**src/rtl/qcc_pkg.sv**
```systemverilog
`timescale 1ns/1ps
package qcc_pkg;

    typedef enum logic [1:0] {
        MODE_X1 = 2'd0,
        MODE_X2 = 2'd1,
        MODE_X4 = 2'd2
    } qcc_mode_e;

    typedef struct packed {
        logic up;
        logic dn;
        logic idx;
    } qcc_evt_t;

    typedef enum logic [1:0] {
        PS_IDLE   = 2'd0,
        PS_ACTIVE = 2'd1,
        PS_GAP    = 2'd2
    } qcc_pstate_e;

    typedef enum logic {
        FS_STEADY  = 1'b0,
        FS_QUALIFY = 1'b1
    } qcc_fstate_e;

    // Twofold select overrides; otherwise the second pin picks single or fourfold.
    function automatic qcc_mode_e mode_of(input logic x2_n, input logic x4);
        if (!x2_n)
            return MODE_X2;
        else if (x4)
            return MODE_X4;
        else
            return MODE_X1;
    endfunction

endpackage

```
**src/rtl/qcc_sync.sv**
```systemverilog
`timescale 1ns/1ps
module qcc_sync #(
    parameter int STAGES = 2
) (
    input  logic clk,
    input  logic rst_n,
    input  logic din,
    output logic dout
);
    logic [STAGES-1:0] chain;

    // During reset every stage takes the present input level.
    always_ff @(posedge clk) begin
        if (!rst_n)
            chain <= {STAGES{din}};
        else
            chain <= {chain[STAGES-2:0], din};
    end

    assign dout = chain[STAGES-1];
endmodule

```
**src/rtl/qcc_filter.sv**
```systemverilog
`timescale 1ns/1ps
module qcc_filter
    import qcc_pkg::*;
#(
    parameter int FILT_CYCLES = 4
) (
    input  logic clk,
    input  logic rst_n,
    input  logic raw,
    output logic level
);
    localparam int CNT_W = $clog2(FILT_CYCLES + 1);
    localparam logic [CNT_W-1:0] LAST = CNT_W'(FILT_CYCLES - 1);
    localparam logic [CNT_W-1:0] ONE  = CNT_W'(1);

    logic             synced;
    qcc_fstate_e      state, state_n;
    logic [CNT_W-1:0] cnt, cnt_n;
    logic             level_n;

    qcc_sync #(.STAGES(2)) i_sync (
        .clk  (clk),
        .rst_n(rst_n),
        .din  (raw),
        .dout (synced)
    );

    // Next state: count consecutive samples that differ from the held level.
    always_comb begin
        state_n = state;
        cnt_n   = cnt;
        level_n = level;
        unique case (state)
            FS_STEADY: begin
                if (synced != level) begin
                    if (LAST == '0) begin
                        level_n = synced;
                    end else begin
                        state_n = FS_QUALIFY;
                        cnt_n   = ONE;
                    end
                end
            end
            FS_QUALIFY: begin
                if (synced == level) begin
                    state_n = FS_STEADY;
                    cnt_n   = '0;
                end else if (cnt == LAST) begin
                    state_n = FS_STEADY;
                    cnt_n   = '0;
                    level_n = synced;
                end else begin
                    cnt_n = cnt + ONE;
                end
            end
            default: begin
                state_n = FS_STEADY;
                cnt_n   = '0;
            end
        endcase
    end

    // State register.
    always_ff @(posedge clk) begin
        if (!rst_n) begin
            state <= FS_STEADY;
            cnt   <= '0;
        end else begin
            state <= state_n;
            cnt   <= cnt_n;
        end
    end

    // Output register: the validated level.
    always_ff @(posedge clk) begin
        if (!rst_n)
            level <= raw;
        else
            level <= level_n;
    end
endmodule

```
**src/rtl/qcc_decode.sv**
```systemverilog
`timescale 1ns/1ps
module qcc_decode
    import qcc_pkg::*;
(
    input  logic      clk,
    input  logic      rst_n,
    input  logic      lvl_a,
    input  logic      lvl_b,
    input  logic      idx_s,
    input  qcc_mode_e mode,
    output qcc_evt_t  evt,
    output logic      dir_up
);
    logic prev_a, prev_b;
    logic a_chg, b_chg, legal, fwd, fire;

    always_comb begin
        a_chg = lvl_a ^ prev_a;
        b_chg = lvl_b ^ prev_b;
        legal = a_chg ^ b_chg;
        // A edge: forward when A ends unequal to B; B edge: forward when B ends equal to A.
        fwd   = a_chg ? (lvl_a != lvl_b) : (lvl_b == lvl_a);
        unique case (mode)
            MODE_X4: fire = legal;
            MODE_X2: fire = a_chg && !b_chg;
            MODE_X1: fire = a_chg && !b_chg && !lvl_b;
            default: fire = 1'b0;
        endcase
        evt.up  = fire && fwd;
        evt.dn  = fire && !fwd;
        evt.idx = fire && a_chg && !lvl_b && idx_s;
    end

    always_ff @(posedge clk) begin
        if (!rst_n) begin
            prev_a <= lvl_a;
            prev_b <= lvl_b;
            dir_up <= 1'b1;
        end else begin
            prev_a <= lvl_a;
            prev_b <= lvl_b;
            if (legal)
                dir_up <= fwd;
        end
    end
endmodule

```
**src/rtl/qcc_pulse.sv**
```systemverilog
`timescale 1ns/1ps
module qcc_pulse
    import qcc_pkg::*;
#(
    parameter int PW_W = 8
) (
    input  logic            clk,
    input  logic            rst_n,
    input  qcc_evt_t        evt,
    input  logic [PW_W-1:0] pw,
    output logic            up_n,
    output logic            dn_n,
    output logic            idx_n
);
    localparam logic [PW_W-1:0] PW_ONE = PW_W'(1);

    qcc_pstate_e     state, state_n;
    logic [PW_W-1:0] cnt, cnt_n;
    qcc_evt_t        cur, cur_n;
    qcc_evt_t        pend, pend_n;
    logic            pend_v, pend_v_n;
    logic [PW_W-1:0] pw_eff;
    logic            has_evt;

    always_comb begin
        pw_eff   = (pw == '0) ? PW_ONE : pw;
        has_evt  = evt.up || evt.dn;
        state_n  = state;
        cnt_n    = cnt;
        cur_n    = cur;
        pend_n   = pend;
        pend_v_n = pend_v;
        unique case (state)
            PS_IDLE: begin
                if (has_evt) begin
                    state_n = PS_ACTIVE;
                    cur_n   = evt;
                    cnt_n   = pw_eff - PW_ONE;
                end
            end
            PS_ACTIVE: begin
                if (has_evt) begin
                    pend_n   = evt;
                    pend_v_n = 1'b1;
                end
                if (cnt == '0)
                    state_n = (pend_v || has_evt) ? PS_GAP : PS_IDLE;
                else
                    cnt_n = cnt - PW_ONE;
            end
            PS_GAP: begin
                if (pend_v) begin
                    state_n  = PS_ACTIVE;
                    cur_n    = pend;
                    cnt_n    = pw_eff - PW_ONE;
                    pend_v_n = has_evt;
                    if (has_evt)
                        pend_n = evt;
                end else if (has_evt) begin
                    state_n = PS_ACTIVE;
                    cur_n   = evt;
                    cnt_n   = pw_eff - PW_ONE;
                end else begin
                    state_n = PS_IDLE;
                end
            end
            default: state_n = PS_IDLE;
        endcase
    end

    // State register.
    always_ff @(posedge clk) begin
        if (!rst_n) begin
            state  <= PS_IDLE;
            cnt    <= '0;
            cur    <= '0;
            pend   <= '0;
            pend_v <= 1'b0;
        end else begin
            state  <= state_n;
            cnt    <= cnt_n;
            cur    <= cur_n;
            pend   <= pend_n;
            pend_v <= pend_v_n;
        end
    end

    // Output register, driven from the next state so outputs fall on the start edge.
    always_ff @(posedge clk) begin
        if (!rst_n) begin
            up_n  <= 1'b1;
            dn_n  <= 1'b1;
            idx_n <= 1'b1;
        end else begin
            up_n  <= !((state_n == PS_ACTIVE) && cur_n.up);
            dn_n  <= !((state_n == PS_ACTIVE) && cur_n.dn);
            idx_n <= !((state_n == PS_ACTIVE) && cur_n.idx);
        end
    end
endmodule

```
**src/rtl/quad_clk_conv.sv**
```systemverilog
`timescale 1ns/1ps
module quad_clk_conv
    import qcc_pkg::*;
#(
    parameter int FILT_CYCLES = 4,
    parameter int PW_W        = 8
) (
    input  logic            clk,
    input  logic            rst_n,
    input  logic            enc_a,
    input  logic            enc_b,
    input  logic            enc_idx,
    input  logic            sel_x2_n,
    input  logic            sel_x4,
    input  logic [PW_W-1:0] pulse_width,
    output logic            up_clk_n,
    output logic            dn_clk_n,
    output logic            dir_up,
    output logic            idx_out_n
);
    localparam int NPH = 2;

    logic [NPH-1:0] raw_ph;
    logic [NPH-1:0] filt_lvl;
    logic           idx_s;
    qcc_mode_e      mode;
    qcc_evt_t       evt;

    assign raw_ph = {enc_b, enc_a};
    assign mode   = mode_of(sel_x2_n, sel_x4);

    for (genvar g = 0; g < NPH; g++) begin : g_phase
        qcc_filter #(.FILT_CYCLES(FILT_CYCLES)) i_filt (
            .clk  (clk),
            .rst_n(rst_n),
            .raw  (raw_ph[g]),
            .level(filt_lvl[g])
        );
    end

    qcc_sync #(.STAGES(2)) i_idx_sync (
        .clk  (clk),
        .rst_n(rst_n),
        .din  (enc_idx),
        .dout (idx_s)
    );

    qcc_decode i_decode (
        .clk   (clk),
        .rst_n (rst_n),
        .lvl_a (filt_lvl[0]),
        .lvl_b (filt_lvl[1]),
        .idx_s (idx_s),
        .mode  (mode),
        .evt   (evt),
        .dir_up(dir_up)
    );

    qcc_pulse #(.PW_W(PW_W)) i_pulse (
        .clk  (clk),
        .rst_n(rst_n),
        .evt  (evt),
        .pw   (pulse_width),
        .up_n (up_clk_n),
        .dn_n (dn_clk_n),
        .idx_n(idx_out_n)
    );
endmodule

```
**config.mk**
```make
export PLATFORM = sky130hd
export DESIGN_NAME = quad_clk_conv
export DESIGN_NICKNAME = d
export VERILOG_FILES = /design/src/rtl/qcc_pkg.sv /design/src/rtl/qcc_sync.sv /design/src/rtl/qcc_filter.sv /design/src/rtl/qcc_decode.sv /design/src/rtl/qcc_pulse.sv /design/src/rtl/quad_clk_conv.sv
export SDC_FILE = /design/constraint.sdc
export NUM_CORES = 1
export LEC_CHECK = 0
export CAP_MARGIN = 15
export CORE_UTILIZATION = 45
export DETAILED_ROUTE_END_ITERATION = 6
export PLACE_DENSITY = 0.64
export SYNTH_ARGS = -nofsm -noshare
export SYNTH_HDL_FRONTEND = slang
export SYNTH_HIERARCHICAL = 1
export SYNTH_SLANG_ARGS = --single-unit
```
**constraint.sdc**
```tcl
create_clock -name clk -period 4.42 [get_ports clk]
set_input_delay 0.442 -clock clk [delete_from_list [all_inputs] [get_ports clk]]
set_output_delay 0.442 -clock clk [all_outputs]
set_load 0.005 [all_outputs]
```
==> results by group <==
Outcome
  • Status: finished clean

Clock tree
  • Setup Buffers After CTS: 0
  • Clock latency on the worst-skew pair: 290 ps
  • Post-CTS Resized: 0
  • CTS Buffer Depth: 2
  • CTS tree: yes
  • Root Driver: clkbuf_8
  • CTS clk-pin slew, worst paths: 70 ps
  • CTS H-Tree Depth: 2
  • # hold bufs at CTS: 0
  • TritonCTS Sinks: 39
  • CTS buffer count: 5

GRT
  • Vias in the first global route: 1,650
  • Initial antenna violation count: 0
  • GRT overflow: 0
  • Largest net degree at the start of global routing: 28
  • Global-route wire length before repair: 7.286 mm
  • Gr usage total: 18.33%

Worst setup path
  • Worst EP arrival: 2970 ps
  • Slowest stage delay, CP: 500 ps
  • CP startpoint kind: flip-flop
  • Setup crit end kind: flip-flop
  • Cells along the critical path: xnor2_1 > ha_1 > nor3b_2 > a31oi_1 > nor2_1 > or2_2 > o21ai_0 > a41o_1 > a221oi_1 > nand2_1
  • CP Launch Point: g_phase[1].i_filt/level
  • WP data required: 4580 ps
  • CP Max Fanout: 7
  • Worst r2r src: g_phase[1].i_filt/level
  • R2r worst-path depth: 10
  • CP Class: reg2reg
  • Slowest CP cell: edfxtp_1

Timing
  • Relative slew margins: 61.97%
  • Hold Slack: 447.5 ps
  • # setup viols final: 0
  • Fin. max-slew vios: 0
  • Slew @ Worst Pin: 563.1 ps
  • Period utilisation layout: 63.47%
  • RSZ-0062 raised after global routing: false
  • Worst Clk Skew: 7.528 ps
  • Fmax: 356.5 MHz
  • Sum Neg Setup Slack: 0 ps
  • Fin. Hold Viols: 0
  • Fin crit period: 2805 ps

Logic synthesis
  • Number of synthesized flops with an enable pin: 2
  • Synth Area in XOR/XNOR: 4.616%
  • Post-Synth Adder-Cell Area: 6.595%
  • Simple-gate share of the synthesized area: 21.16%
  • Mapped cell area: 0.002087 mm2
  • Synth area leader: dfxtp_1
  • Post-synth top cells: dfxtp_1 (37), nand2_1 (21), nor2_1 (20), o21ai_0 (15), a21oi_1 (13)
  • Largest family of logic cells by synthesized area: simple AND/OR/NAND/NOR gates
  • Syn_nets: 267
  • Seq cells post-synth: 39
  • Mux share of post-synthesis cell area: 4.676%
  • Fraction of registers with async set/reset: 0%
  • Synth Flop Type: dfxtp_1
  • Area contributors post-synth: dfxtp_1 (35%), ha_1 (6.6%), nand2_1 (3.8%)
  • Mapped Cells: 241
  • Sequential share of the synthesized area: 38.37%
  • Post-synth top area share: 35.49%
  • Library cells used by synthesis: 46
  • Post-Syn Area per Cell: 8.660 um2
  • Synth Area in Compound Gates: 21.10%
  • Most frequent cell after synthesis: dfxtp_1
  • YS warnings: 6

Worst hold path
  • Worst hold path cell count: 2
  • Min-delay src: g_phase[0].i_filt/cnt[2]
  • Hold Crit Class: reg2reg

Die
  • IO Count: 19
  • Row cnt: 24
  • Core Area: 0.004414 mm2
  • Total die area: 0.004914 mm2
  • Initial Utilization: 47.28%
  • Die width: 70.10 um
  • Die height: 70.10 um

Detailed routing
  • Overall routed net length: 4.259 mm
  • Initial DRC count: 79
  • First-pass DRT Iterations: 4
  • Vias: 1,782
  • Vias/cell: 5.675
  • Routed len/inst: 13.56 um
  • DRC viols: 0
  • Post-route ant nets: 0

Placed design
  • Placed insts: 306
  • Placer Congestion: 0.8505
  • Post-DP HPWL: 3.133 mm
  • Number of I/O port buffers: 18

Power and ir drop
  • Sw Pwr: 392.4 uW
  • Worst vdd ir: 242.5 uV
  • Static leakage: 0.0009249 uW
  • Clk pwr share: 26.7%
  • P_int: 750.8 uW
  • Sequential share of power: 39.3%
  • Logic pwr share: 34.0%
  • Cell area power density: 469.8 mW/mm2
  • Sw Share: 34.33%

Layout
  • Fillers: 434
  • Antenna diodes: 0
  • Area occupied by multi-input gates: 0.001214 mm2
  • Area Overhead vs Synth: 16.61%
  • Share of post-route cells with drive strength above 1: 6.489%
  • Register area: 800.8 um2
  • NumNets Final: 287
  • Non-Filler Instances: 314

Run
  • Max Cap Viol: 0
-- final timing paths --
kind	slack [ps]	to
min	450	g_phase[0].i_filt/cnt[2]
max	1610	i_pulse/up_n
min reg2reg	450	g_phase[0].i_filt/cnt[2]
max reg2reg	1610	i_pulse/up_n
-- worst max-delay path, delay by kind of cell, from the launching register on --
family / cells / cell delay (ps)
flops: 1 / 500
fa+ha+maj: 1 / 320
xor+xnor: 1 / 180
compound gates: 4 / 850
simple gates: 4 / 830
-- stage by stage --
stage	worst slack (ps)	utilization [%]	power [uW]	instance area [um2]
6_report	1615	55.13	1143	2434
2_1_floorplan	1804	-	738.6	2087
3_3_place_gp	1569	52.47	840.7	2316
5_1_grt	1314	55.13	1217	2434
3_5_place_dp	1543	52.47	839.4	2316
4_1_cts	1605	55.13	1148	2434
-- layer usage --
metal | vias up | share of wire [%] | GRT usage, %
met5 | - | 0 | 0
met1 | 827 | 50 | 24.55
met3 | 5 | 4.5 | 3.896
met2 | 30 | 44 | 29.27
met4 | 0 | 1.3 | 6.222
li1 | 920 | - | -
-- state kept, by name, indices dropped and copies added, names as in the netlist --
| name | count |
|---|---|
| i_pulse/pend_v | 1 |
| i_decode/dir_up | 1 |
| i_pulse/dn_n | 1 |
| g_phase.i_filt/i_sync/chain | 4 |
| i_pulse/pend | 3 |
| i_decode/prev_a | 1 |
| i_pulse/state | 2 |
| i_idx_sync/chain | 2 |
| i_pulse/cur | 3 |
| g_phase.i_filt/state | 2 |
| i_pulse/up_n | 1 |
| i_pulse/idx_n | 1 |
| i_pulse/cnt | 8 |
| i_decode/prev_b | 1 |
| g_phase.i_filt/level | 2 |
| g_phase.i_filt/cnt | 6 |
-- layout make-up --
type	count	share of cell area (%)
Tap cell	52	2.674
Clock inverter	2	1.440
Inverter	13	2.005
Sequential cell	39	32.90
Timing Repair Buffer	19	7.712
Clock buffer	6	3.393
Multi-Input combinational cell	183	49.87
-- kinds of logic after synthesis --
group,count (synthesis)
and+or+nand+nor,86
AOI/OAI and AO/OA,67
DFF,39
buffers and inverters,19
xor gates and xnor gates,11
adders and majority gates,11
muxes,8
-- cell usage in the layout, fill, tap and decap left out, types with 6 or more instances in the layout --
cell type,instances
a21oi_1,13
clkbuf_8,6
clkdlybuf4s50_1,18
dfxtp_1,37
ha_1,11
inv_1,12
nand2_1,21
nand2b_1,6
nor2_1,20
nor3_1,9
o21ai_0,15
o22ai_1,7
xor2_1,6
-- power by group through the flow --
stage | Sequential (uW) | Combinational (uW) | Clock (uW)
2_1_floorplan | 444 | 295 | 0
3_3_place_gp | 456 | 385 | 0
3_5_place_dp | 456 | 383 | 0
4_1_cts | 448 | 385 | 315
5_1_grt | 456 | 435 | 326
6_report | 449 | 389 | 306
Power figures use the tool's default switching activity.
